===== src/rtl/rtc_pkg.sv =====
// Shared types and helpers for the calendar RTC register block.
// Assumes month values 1..12; any other month is treated as 31 days long.
package rtc_pkg;

    typedef enum logic [2:0] {
        KIND_NONE,
        KIND_CTRL,
        KIND_DATE,
        KIND_TIME,
        KIND_SCRATCH
    } rtc_kind_e;

    localparam int FLAG_DATE_BIT = 7;
    localparam int FLAG_TIME_BIT = 8;

    // Number of days in a month, given whether the year is a leap year.
    function automatic logic [7:0] month_days(input logic [7:0] month, input logic leap);
        logic [7:0] n;
        case (month)
            8'd2:                        n = leap ? 8'd29 : 8'd28;
            8'd4, 8'd6, 8'd9, 8'd11:     n = 8'd30;
            default:                     n = 8'd31;
        endcase
        return n;
    endfunction

endpackage


===== src/rtl/rtc_addr_decode.sv =====
// Address decoder: maps a byte offset to a register kind and scratch index.
// LAYOUT selects the map. Unaligned and unassigned offsets decode as none.
module rtc_addr_decode #(
    parameter int LAYOUT    = 0,
    parameter int ADDR_W    = 10,
    parameter int GP_IDX_W  = 2
) (
    input  logic [ADDR_W-1:0]   addr,
    output rtc_pkg::rtc_kind_e  kind,
    output logic [GP_IDX_W-1:0] gp_idx
);
    import rtc_pkg::*;

    localparam int DATE_OFF = (LAYOUT == 0) ? 'h004 : 'h010;
    localparam int TIME_OFF = (LAYOUT == 0) ? 'h008 : 'h014;
    localparam int GP_BASE  = (LAYOUT == 0) ? 'h020 : 'h100;
    localparam int GP_COUNT = (LAYOUT == 0) ? 4 : 8;
    localparam int GP_END   = GP_BASE + 4 * GP_COUNT;

    logic [ADDR_W-1:0] gp_rel;

    // Offset relative to the scratch bank base.
    assign gp_rel = addr - ADDR_W'(GP_BASE);

    // Classify the offset.
    always_comb begin
        kind   = KIND_NONE;
        gp_idx = GP_IDX_W'(gp_rel >> 2);
        if (addr[1:0] == 2'b00) begin
            if (addr == ADDR_W'(0))
                kind = KIND_CTRL;
            else if (addr == ADDR_W'(DATE_OFF))
                kind = KIND_DATE;
            else if (addr == ADDR_W'(TIME_OFF))
                kind = KIND_TIME;
            else if (32'(addr) >= GP_BASE && 32'(addr) < GP_END)
                kind = KIND_SCRATCH;
        end
    end

endmodule


===== src/rtl/rtc_scratch.sv =====
// Bank of general-purpose words: write by index, read by index.
// Assumes wr_idx and rd_idx are below COUNT whenever they are used.
module rtc_scratch #(
    parameter int COUNT  = 4,
    parameter int IDX_W  = 2,
    parameter int DATA_W = 32
) (
    input  logic              clk,
    input  logic              rst_n,
    input  logic              wr_en,
    input  logic [IDX_W-1:0]  wr_idx,
    input  logic [DATA_W-1:0] wr_data,
    input  logic [IDX_W-1:0]  rd_idx,
    output logic [DATA_W-1:0] rd_data
);
    logic [DATA_W-1:0] words [COUNT];

    for (genvar g = 0; g < COUNT; g++) begin : g_word
        // One scratch word: cleared by reset, loaded on its own write.
        always_ff @(posedge clk) begin
            if (!rst_n)
                words[g] <= '0;
            else if (wr_en && wr_idx == IDX_W'(g))
                words[g] <= wr_data;
        end
    end

    // Select the addressed word.
    always_comb begin
        rd_data = '0;
        for (int i = 0; i < COUNT; i++)
            if (rd_idx == IDX_W'(i))
                rd_data = words[i];
    end

endmodule


===== src/rtl/rtc_calendar.sv =====
// Time and date words with per-second advance and the full carry chain.
// Stores whole written words. A tick rewrites only the counting fields,
// so bits outside the fields keep their written values.
module rtc_calendar #(
    parameter int          BASE_YEAR = 2010,
    parameter logic [31:0] INIT_DATE = '0,
    parameter logic [31:0] INIT_TIME = '0
) (
    input  logic        clk,
    input  logic        rst_n,
    input  logic        tick,
    input  logic        wr_date,
    input  logic        wr_time,
    input  logic [31:0] wdata,
    output logic [31:0] date_q,
    output logic [31:0] time_q
);
    import rtc_pkg::*;

    localparam bit         LOAD_INIT = (BASE_YEAR > 1900);
    localparam logic [1:0] BASE_MOD4 = 2'(BASE_YEAR % 4);

    logic [31:0] time_adv;
    logic [31:0] date_adv;
    logic        day_carry;
    logic        leap;
    logic [7:0]  dim;

    // Advance the time fields by one second; flag a carry into the day.
    always_comb begin
        time_adv  = time_q;
        day_carry = 1'b0;
        if (time_q[7:0] >= 8'd59) begin
            time_adv[7:0] = 8'd0;
            if (time_q[15:8] >= 8'd59) begin
                time_adv[15:8] = 8'd0;
                if (time_q[23:16] >= 8'd23) begin
                    time_adv[23:16] = 8'd0;
                    time_adv[31:29] = (time_q[31:29] >= 3'd6) ? 3'd0 : time_q[31:29] + 3'd1;
                    day_carry       = 1'b1;
                end else begin
                    time_adv[23:16] = time_q[23:16] + 8'd1;
                end
            end else begin
                time_adv[15:8] = time_q[15:8] + 8'd1;
            end
        end else begin
            time_adv[7:0] = time_q[7:0] + 8'd1;
        end
    end

    // Advance the date by one day with month length and year rollover.
    always_comb begin
        leap     = (2'(date_q[17:16] + BASE_MOD4) == 2'd0);
        dim      = month_days(date_q[15:8], leap);
        date_adv = date_q;
        if (date_q[7:0] >= dim) begin
            date_adv[7:0] = 8'd1;
            if (date_q[15:8] >= 8'd12) begin
                date_adv[15:8]  = 8'd1;
                date_adv[31:16] = date_q[31:16] + 16'd1;
            end else begin
                date_adv[15:8] = date_q[15:8] + 8'd1;
            end
        end else begin
            date_adv[7:0] = date_q[7:0] + 8'd1;
        end
    end

    // Time register: a bus write wins over a tick.
    always_ff @(posedge clk) begin
        if (!rst_n)
            time_q <= LOAD_INIT ? INIT_TIME : 32'd0;
        else if (wr_time)
            time_q <= wdata;
        else if (tick)
            time_q <= time_adv;
    end

    // Date register: a bus write wins; a day carry counts only if time ticked.
    always_ff @(posedge clk) begin
        if (!rst_n)
            date_q <= LOAD_INIT ? INIT_DATE : 32'd0;
        else if (wr_date)
            date_q <= wdata;
        else if (tick && day_carry && !wr_time)
            date_q <= date_adv;
    end

endmodule


===== src/rtl/cal_rtc_regs.sv =====
// Top level of the calendar RTC register block: decodes the bus, keeps
// the written flags (set on write, clear on read) and registers the read data.
// Assumes one access per cycle and full 32-bit words only.
module cal_rtc_regs #(
    parameter int LAYOUT     = 0,
    parameter int ADDR_W     = 10,
    parameter int BASE_YEAR  = (LAYOUT == 0) ? 2010 : 1970,
    parameter int INIT_YOFF  = 15,
    parameter int INIT_MONTH = 6,
    parameter int INIT_DAY   = 30,
    parameter int INIT_WDAY  = 2,
    parameter int INIT_HOUR  = 23,
    parameter int INIT_MIN   = 59,
    parameter int INIT_SEC   = 50
) (
    input  logic              clk,
    input  logic              rst_n,
    input  logic              tick_1hz,
    input  logic              bus_valid,
    input  logic              bus_write,
    input  logic [ADDR_W-1:0] bus_addr,
    input  logic [31:0]       bus_wdata,
    output logic [31:0]       bus_rdata
);
    import rtc_pkg::*;

    localparam int          GP_COUNT  = (LAYOUT == 0) ? 4 : 8;
    localparam int          GP_IDX_W  = $clog2(GP_COUNT);
    localparam logic [31:0] INIT_DATE = {16'(INIT_YOFF), 8'(INIT_MONTH), 8'(INIT_DAY)};
    localparam logic [31:0] INIT_TIME = {3'(INIT_WDAY), 5'd0, 8'(INIT_HOUR),
                                         8'(INIT_MIN), 8'(INIT_SEC)};

    rtc_kind_e             kind;
    logic [GP_IDX_W-1:0]   gp_idx;
    logic                  wr_acc;
    logic                  rd_acc;
    logic [1:0]            flags_q;
    logic [31:0]           date_q;
    logic [31:0]           time_q;
    logic [31:0]           gp_rd;
    logic [31:0]           rd_mux;
    logic [31:0]           rdata_q;

    assign wr_acc = bus_valid && bus_write;
    assign rd_acc = bus_valid && !bus_write;

    rtc_addr_decode #(
        .LAYOUT   (LAYOUT),
        .ADDR_W   (ADDR_W),
        .GP_IDX_W (GP_IDX_W)
    ) u_dec (
        .addr   (bus_addr),
        .kind   (kind),
        .gp_idx (gp_idx)
    );

    rtc_scratch #(
        .COUNT  (GP_COUNT),
        .IDX_W  (GP_IDX_W),
        .DATA_W (32)
    ) u_gp (
        .clk     (clk),
        .rst_n   (rst_n),
        .wr_en   (wr_acc && kind == KIND_SCRATCH),
        .wr_idx  (gp_idx),
        .wr_data (bus_wdata),
        .rd_idx  (gp_idx),
        .rd_data (gp_rd)
    );

    rtc_calendar #(
        .BASE_YEAR (BASE_YEAR),
        .INIT_DATE (INIT_DATE),
        .INIT_TIME (INIT_TIME)
    ) u_cal (
        .clk     (clk),
        .rst_n   (rst_n),
        .tick    (tick_1hz),
        .wr_date (wr_acc && kind == KIND_DATE),
        .wr_time (wr_acc && kind == KIND_TIME),
        .wdata   (bus_wdata),
        .date_q  (date_q),
        .time_q  (time_q)
    );

    // Written flags: bit 0 = date, bit 1 = time; a control read clears both.
    always_ff @(posedge clk) begin
        if (!rst_n)
            flags_q <= 2'b00;
        else if (rd_acc && kind == KIND_CTRL)
            flags_q <= 2'b00;
        else if (wr_acc)
            flags_q <= flags_q | {kind == KIND_TIME, kind == KIND_DATE};
    end

    // Read data source for the addressed offset.
    always_comb begin
        rd_mux = '0;
        case (kind)
            KIND_CTRL: begin
                rd_mux[FLAG_DATE_BIT] = flags_q[0];
                rd_mux[FLAG_TIME_BIT] = flags_q[1];
            end
            KIND_DATE:    rd_mux = date_q;
            KIND_TIME:    rd_mux = time_q;
            KIND_SCRATCH: rd_mux = gp_rd;
            default:      rd_mux = '0;
        endcase
    end

    // Read data register: loads only on a read access.
    always_ff @(posedge clk) begin
        if (!rst_n)
            rdata_q <= '0;
        else if (rd_acc)
            rdata_q <= rd_mux;
    end

    assign bus_rdata = rdata_q;

endmodule


===== config.mk =====
export PLATFORM = sky130hd
export DESIGN_NAME = cal_rtc_regs
export DESIGN_NICKNAME = d
export VERILOG_FILES = /design/src/rtl/rtc_pkg.sv /design/src/rtl/rtc_addr_decode.sv /design/src/rtl/rtc_scratch.sv /design/src/rtl/rtc_calendar.sv /design/src/rtl/cal_rtc_regs.sv
export SDC_FILE = /design/constraint.sdc
export NUM_CORES = 1
export LEC_CHECK = 0
export BUFFER_PORTS_ARGS = -buffer_cell sky130_fd_sc_hd__buf_2
export CORE_UTILIZATION = 57
export DETAILED_ROUTE_END_ITERATION = 12
export MAX_ROUTING_LAYER = met4
export PLACE_DENSITY = 0.74
export RECOVER_POWER = 100
export SYNTH_ARGS = -nofsm -noshare
export SYNTH_HDL_FRONTEND = slang
export SYNTH_SLANG_ARGS = --single-unit

===== constraint.sdc =====
create_clock -name clk -period 12.1 [get_ports clk]
set_input_delay 0.605 -clock clk [delete_from_list [all_inputs] [get_ports clk]]
set_output_delay 0.605 -clock clk [all_outputs]
set_load 0.005 [all_outputs]

# After elaboration in Yosys (flattened, before gate mapping)
# Memories as Yosys holds them, arrays and structs flattened.
# Cells that the tools add are included.
# Widths: inputs -> output; s select.
# totals
reg_bits	98
latch_bits	0
mem_bits_rw	128
mem_bits_ro	0
inputBits	47
output_inout_bits	32
wordCells	132
mem_count	1
# op_classes
addsub	9
n_mul	0
n_div	0
n_lt_le_gt_ge	8
n_eq_ne	14
shifts	0
n_mux	51
bitwise_logic	6
reduce_logical	33
# memory_table
memory	depth	word_bits	read_ports	rd_clocked_by_memory_dff	write_ports	line_no	text
u_gp.words	4	32	4	0	4	rtc_scratch.sv:16	logic [DATA_W-1:0] words [COUNT];
# op_table
operator	n
$mux 32	12
$pmux 23 s3	1
$mux 8	6
$add 8x1->8 const B	5
$mux 16	2
$mux 3	9
$mux 24	1
$pmux 7 s3	1
$mux 1	17
$add 16x1->16 const B	1
$eq 8x3->1 const B	2
$eq 8x4->1 const B	2
$ge 8x6->1 const B	2
$pmux 8 s2	1
$reduce_bool 2->1	7
$logic_and 1x1->1	13
$eq 10x3->1 const B	1
$eq 10x4->1 const B	1
$ge 10x6->1 const B	1
$logic_not 10->1	1
$lt 10x6->1 const B	1
$eq 8x2->1 const B	1
$ge 8x4->1 const B	1
$ge 8x5->1 const B	1
other kinds (21)	31

# Depth between registers and ports, before layout
# Gate-level depths: netlist of run 1.
# logic_depth
word_depth	14
mapped_depth	14
mapped_depth_nobuf	12

# By module
# From an unflattened synthesis of run 1, not the netlist that was laid out.
# unflattened
hier_cells	961
hier_area_um2	11185.7
# by_module_without_submodules
mod	instances	cells_per_inst	area_each_um2	seq_area_each_um2
rtc_scratch	1	318	5582.9	3843.7
rtc_calendar	1	461	3669.8	1281.2
cal_rtc_regs	1	173	1861.8	680.7
rtc_addr_decode	1	9	71.3	0.0

# Worst setup path before layout of run 1
# Ideal clock, no wire load.
# synth_path
path_type	input to register
startpoint	input bus_addr[9]
endpoint	memory u_gp.words[0][0] (enable)
setup_time_ns	0.470
arrival_ns	4.061
required_time_ns	11.630
path_slack_ns	7.569
path_stages	6
n_path_buf	2
path_cell_list	nor4_2 > and3_1 > buf_2 > clkbuf_1 > nand3_1 > o31ai_1
# synth_lines
element	line_no	text
start: declaration	cal_rtc_regs.sv:21	input logic [ADDR_W-1:0] bus_addr,
end: declaration	rtc_scratch.sv:16	

==> metrics.md, run 1 <==
| Metric | Value |
|---|---|
| Outcome | `finished, violations left` |
| Failing checks | `capacitance limit, slew limit` |
| CTS root buffer | `clkbuf_16` |
| IO Count | `79` |
| Final core occ | `0.6555` |
| Crit end category | `flop` |
| Async set-reset flop share out of synthesis | `0` |
| Vias | `8,014` |
| Post-route setup TNS | `0 ps` |
| Syn avg cell area | `11.14 sq um` |
| Ys Warns | `0` |
| TritonCTS clock tree | `done` |
| Vias per std cell | `6.295` |
| ANT cells | `0` |
| Worst Path Buf+Inv | `3` |
| Worst hold path class | `input pin to flop` |
| Placer Congestion | `0.9242` |
| Largest stage delay on the critical path | `2030 ps` |
| Register bit total from synthesis | `226` |
| Max Cap Viol | `12` |
| TritonCTS buffer count | `24` |
| Worst Path Required | `12,240 ps` |
| Tightest Pin Transition | `2546 ps` |
| Detailed Place HPWL | `16,700 um` |
| CTS clock-pin slew for the worst setup and hold paths | `60 ps` |
| PortBufs | `78` |
| DIE AREA | `19,480 sq um` |
| Crit-path most repeated cell | `clkbuf_1` |
| Fin. max-slew vios | `367` |
| Final number of setup-violating endpoints | `0` |
| Period minus WS final | `6022 ps` |
| Syn Inst Count | `969` |
| Crit path DAT | `6160 ps` |
| H-tree levels | `1` |
| Crit-path cells | `buf_2, nor4_1, and3_1, clkbuf_1, nand3_1, o21ai_0, clkbuf_1` |
| Distinct cells, synth | `71` |
| Antenna-violating nets left | `0` |
| Clock sink count | `226` |
| Vias in the first global route | `7,799` |
| Largest net degree at the start of global routing | `75` |
| Fmax | `0.1661 GHz` |
| Syn_nets | `1,030` |
| Setup bufs post-CTS | `0` |
| Longest Clk Path Bufs | `3` |
| Synth Flop Type | `edfxtp_1` |
| Critical path class | `input pin to flop` |
| Slowest cell on crit path | `o21ai_0` |
| Grt ovf | `0` |
| Post-synth EDFFs | `128` |
| Residual DRC | `0` |
| Dpl cell area | `11,380 sq um` |
| Final hold slack | `386.9 ps` |
| Layout Cells excl Fill | `1,273` |
| Final wirelength | `26,450 um` |
| Core area | `18,270 sq um` |
| Syn-to-layout area delta | `10.98%` |
| Antenna violations before repair | `0` |
| Period utilization | `0.4977` |
| Avg WL per Cell | `20.78 um` |
| Skew-Pair Late Insertion Delay | `520 ps` |
| LEAKAGE | `4.187 nW` |
| Final worst setup slack | `6078 ps` |
| Final Hold Viols | `0` |
| Worst-path maximum fanout | `34` |
| Total Power | `1.618 mW` |
| RSZ-0062 raised after global routing | `false` |
| Setup Skew | `9.676 ps` |
| Pre-CTS setup slack | `8477 ps` |
| Drt initial violations | `907` |
| Syn Std Cell Area | `10,790 sq um` |
| Initial Util | `0.5906` |
| Placed Cells | `1,230` |
| Die H | `139.6 um` |
| Nature of the critical path startpoint | `input pin` |
| Layout Nets | `1,088` |
| Layout cells sized above 1 | `0.1513` |
| Slew margin rel. | `-0.7153` |
| Die Wd | `139.6 um` |
| Final std cell area, no fill | `11,980 sq um` |
| Worst vdd ir | `0.09351 mV` |
| CTS Hold Bufs | `0` |
| Sequential area share after synthesis | `0.5380` |
| Cell Pwr Density | `135.1 nW/um^2` |
| CP delay by family, top | `buffers and inverters` |
| Global-route wire length before repair | `42,460 um` |
| Tot GR Track Use | `0.2870` |
| Resize count post-CTS | `0` |
| FP Rows | `49` |
| Drt pass-1 iters | `5` |
-- cell usage after synthesis, drive strengths merged (6+ instances only) --
library cell / count / area share
a211oi: 7 / 0.0049
a21boi: 11 / 0.0077
a21oi: 37 / 0.018
a222oi: 15 / 0.014
a22o: 16 / 0.013
a31oi: 9 / 0.0066
and2: 135 / 0.079
and3: 6 / 0.0035
buf: 18 / 0.011
clkbuf: 47 / 0.016
dfxtp: 98 / 0.18
edfxtp: 128 / 0.36
ha: 14 / 0.016
inv: 11 / 0.0038
mux4: 32 / 0.067
nand2: 91 / 0.032
nand3: 36 / 0.018
nand4: 14 / 0.0081
nor2: 41 / 0.014
nor2b: 10 / 0.0058
nor3: 22 / 0.012
o21a: 6 / 0.0042
o21ai: 77 / 0.036
o31ai: 7 / 0.0061
or3: 10 / 0.0058
xor2: 10 / 0.0081
-- sequential cells by signal, indices dropped and copies added, names as in the netlist --
name,flops
u_gp.words,128
u_cal.date_q,32
u_cal.time_q,32
bus_rdata,32
flags_q,2
-- worst register-to-register path, cell delays in order, from the launching register on --
cell and delay (ps):
dfxtp_1 400, ha_1 240, o2111a_2 250, o31ai_4 160, nor4_1 1700, nand2_1 240
or3_1 420, a31oi_1 150
-- cell type report --
class	count	area [sq um]
clock buffer	34	669.4
clock inverter	9	70.07
inverter	11	41.29
timing repair buffer	97	467.9
multi-input combinational	667	4634
tap	229	286.5
sequential	226	5806
fill	1439	6295
-- metal layers --
layer  up-vias  share of wire  GRT usage
met5         -              0          -
li1       3708              -          -
met4         0          0.025    0.08791
met2       366           0.44     0.4245
met1      3890           0.45     0.4137
met3        50          0.079    0.03751
-- where the power goes --
group | total (mW) | internal [mW] | switching [mW]
logic | 0.0772 | 0.0299 | 0.0473
registers | 0.840 | 0.833 | 0.00725
clock network | 0.700 | 0.405 | 0.295
-- placed cells by master (no fill, tap or decap), types with 16 or more instances in the layout --
| cell type | Yosys | layout |
|---|---|---|
| a22o_1 | 16 | 16 |
| o21ai_0 | 71 | 76 |
| mux4_2 | 32 | 32 |
| nand2_1 | 90 | 91 |
| edfxtp_1 | 128 | 128 |
| clkbuf_16 | 0 | 25 |
| clkbuf_1 | 47 | 31 |
| and2_1 | 134 | 70 |
| nand3_1 | 34 | 34 |
| buf_2 | 11 | 68 |
| and2_0 | 0 | 65 |
| a21oi_1 | 35 | 35 |
| nor3_1 | 20 | 19 |
| dfxtp_1 | 98 | 98 |
| nor2_1 | 41 | 39 |
-- kinds of logic after synthesis --
kind of cell | share of synthesized area
DFF | 0.5380
and+or+nand+nor | 0.2029
AOI/OAI and AO/OA | 0.1322
buffers and inverters | 0.03119
muxes | 0.07050
adders and majority gates | 0.01623
xor gates and xnor gates | 0.008928
-- worst paths after layout --
check,slack (ps),cells past startpoint,to,from
setup / recovery,6080,7,u_gp.words[1][14],bus_addr[9]
hold / removal,390,3,u_cal.time_q[24],bus_wdata[24]
setup reg to reg,8450,7,u_cal.date_q[20],u_cal.time_q[0]
hold reg to reg,450,2,bus_rdata[25],bus_rdata[25]
Power figures use the tool's default switching activity.
==> run 2, diff against run 1 <==
==> constraint.sdc (replaced) <==
create_clock -name clk -period 6.3 [get_ports clk]
set_input_delay 0.315 -clock clk [delete_from_list [all_inputs] [get_ports clk]]
set_output_delay 0.315 -clock clk [all_outputs]
set_load 0.005 [all_outputs]
==> run 2 against run 1 <==
The flow still finishes with violations (capacitance limit, slew limit); register-to-register slack worse by 5400 ps; critical path depth is 1 higher; sequential share of layout area is 0.22 points lower; combinational power is 98% higher; final cell count hardly changed; wire length is 1.9% higher; clock skew is 1.6 ps lower; critical endpoint is now u_gp.words[1][10].
==> metrics.md, run 2 (synthesized netlist as in run 1, its figures left out) <==
| Metric | Value |
|---|---|
| Outcome | `finished, violations left (unchanged)` |
| Failing checks | `capacitance limit, slew limit (unchanged)` |
| Resize count post-CTS | `0 (unchanged)` |
| RSZ-0062 raised after global routing | `false (unchanged)` |
| Drt initial violations | `913 (was 907)` |
| Final Hold Viols | `0 (unchanged)` |
| R2r startpoint | `u_cal.date_q[14] (was u_cal.time_q[0])` |
| Longest Clk Path Bufs | `3 (unchanged)` |
| Clock sink count | `226 (unchanged)` |
| Vias per std cell | `6.296 (was 6.295)` |
| Hold EP | `u_cal.date_q[3] (was u_cal.time_q[24])` |
| Vias | `8,021 (was 8,014)` |
| Min-delay src | `bus_wdata[3] (was bus_wdata[24])` |
| PortBufs | `78 (unchanged)` |
| Commonest non-fill, non-tap cell in the layout | `edfxtp_1 (unchanged)` |
| Vias in the first global route | `7,822 (was 7,799)` |
| Setup bufs post-CTS | `0 (unchanged)` |
| Setup Skew | `8.055 ps (was 9.676 ps)` |
| Fmax | `0.2351 GHz` |
| IO Count | `79 (unchanged)` |
| Period minus WS final | `4254 ps` |
| Max reg flops | `128 (unchanged)` |
| TritonCTS clock tree | `done (unchanged)` |
| CTS Hold Bufs | `0 (unchanged)` |
| Layout Nets | `1,089 (was 1,088)` |
| Largest Register | `u_gp.words (unchanged)` |
| Detailed Place HPWL | `17,040 um (was 16,700 um)` |
| Tot GR Track Use | `0.2930 (was 0.2870)` |
| Period utilization | `0.6752` |
| Worst hold path class | `input pin to flop (unchanged)` |
| Worst Path Required | `6670 ps (was 12,240 ps)` |
| Post-route setup TNS | `0 ps (unchanged)` |
| Drt pass-1 iters | `6 (was 5)` |
| Syn-to-layout area delta | `11.48% (was 10.98%)` |
| Crit path DAT | `4630 ps (was 6160 ps)` |
| FP Rows | `49 (unchanged)` |
| Slew margin rel. | `-0.6119 (was -0.7153)` |
| TritonCTS buffer count | `25 (was 24)` |
| Largest net degree at the start of global routing | `75 (unchanged)` |
| Final worst setup slack | `2046 ps (was 6078 ps)` |
| Nature of the critical path startpoint | `input pin (unchanged)` |
| Placer Congestion | `0.8860 (was 0.9242)` |
| Total Power | `3.064 mW (was 1.618 mW)` |
| Grt ovf | `0 (unchanged)` |
| Antenna violations before repair | `1 (was 0)` |
| Avg WL per Cell | `21.15 um (was 20.78 um)` |
| Final number of setup-violating endpoints | `0 (unchanged)` |
| Max Cap Viol | `3 (was 12)` |
| Global-route wire length before repair | `43,190 um (was 42,460 um)` |
| Worst-path maximum fanout | `34 (unchanged)` |
| Most frequent cells in the layout | `edfxtp_1, dfxtp_1, nand2_1 (unchanged)` |
| Dpl cell area | `11,380 sq um (unchanged)` |
| Fin. max-slew vios | `107 (was 367)` |
| Pre-CTS setup slack | `3139 ps (was 8477 ps)` |
| CTS root buffer | `clkbuf_16 (unchanged)` |
| Die Wd | `139.6 um (unchanged)` |
| Tightest Pin Transition | `2418 ps (was 2546 ps)` |
| Crit end category | `flop (unchanged)` |
| Antenna-violating nets left | `0 (unchanged)` |
| CTS clock-pin slew for the worst setup and hold paths | `60 ps (about the same)` |
| Residual DRC | `0 (unchanged)` |
| FF-to-FF path depth | `10 (was 7)` |
| DIE AREA | `19,480 sq um (unchanged)` |
| Core area | `18,270 sq um (unchanged)` |
| Final wirelength | `26,950 um (was 26,450 um)` |
| Critical path class | `input pin to flop (unchanged)` |
| R2r endpoint | `u_cal.date_q[15] (was u_cal.date_q[20])` |
| Worst vdd ir | `0.2505 mV (was 0.09351 mV)` |
| Cell Pwr Density | `254.7 nW/um^2 (was 135.1 nW/um^2)` |
| H-tree levels | `1 (unchanged)` |
| LEAKAGE | `4.198 nW (was 4.187 nW)` |
| Flop-to-flop setup slack | `3060 ps (was 8450 ps)` |
| Initial Util | `0.5906 (unchanged)` |
| Final std cell area, no fill | `12,030 sq um (was 11,980 sq um)` |
| Hold Crit Depth | `3 (unchanged)` |
| Skew-Pair Late Insertion Delay | `510 ps (was 520 ps)` |
| Layout cells sized above 1 | `0.1600 (was 0.1513)` |
| Die H | `139.6 um (unchanged)` |
## run 2: changes by cell type in the layout (fill, tap and decap cells not counted), moves of 3 or more
cell      delta
clkinv_2     +4
o21ai_0      -3
o21ai_4      +3
clkbuf_1     -3
buf_4        +8
buf_2        -6
## run 2: stage by stage
step / util / instances / hold WS, ps
finish: 0.6584 / 1274 / 98.88
global route: 0.6584 / 1274 / 117.1
CTS: 0.6622 / 1273 / 88.76
detailed placement: 0.6231 / 1230 / 437.5
global placement: 0.6231 / 1230 / 428.5
floorplan: - / 969 / 430.3
## run 2: worst max-delay path by stage
stage,startpoint,end,slack [ps],cells past startpoint
after CTS,u_cal.date_q[14],u_cal.date_q[20],3240,9
after global routing,bus_addr[9],u_gp.words[1][15],1680,8
final,bus_addr[9],u_gp.words[1][10],2050,8
after global placement,bus_addr[2],u_cal.date_q[20],3230,8
after floorplan,bus_addr[9],u_gp.words[0][0],2060,6
after detailed placement,bus_addr[2],u_cal.date_q[20],3140,8
## run 2: final cells by class
class | instances | area (sq um)
tap | 229 | 286.5
multi-input combinational | 667 | 4688
antenna | 1 | 2.502
inverter | 11 | 41.29
sequential | 226 | 5806
clock buffer | 32 | 661.9
clock inverter | 11 | 52.55
timing repair buffer | 97 | 490.5
fill | 1450 | 6241
## run 2: critical path, stage by stage
cell	delay, ps
buf_2	110
nor4_1	350
and3_1	210
clkbuf_1	1480
nand4_1	570
nor2_1	1050
buf_4	380
and2_0	160
## run 2: metal layers
layer  routed length (um)  GRT usage  up-vias
li1                     -          -     3720
met1                11840     0.4122     3883
met2                12130     0.4496      371
met3                 2435    0.04577       47
met4                  541    0.06709        0
met5                    0          -        -
## run 2: where the power goes
| part | internal (mW) | switching, mW |
|---|---|---|
| sequential | 1.60 | 0.0142 |
| combinational | 0.0592 | 0.0938 |
| clock | 0.735 | 0.562 |
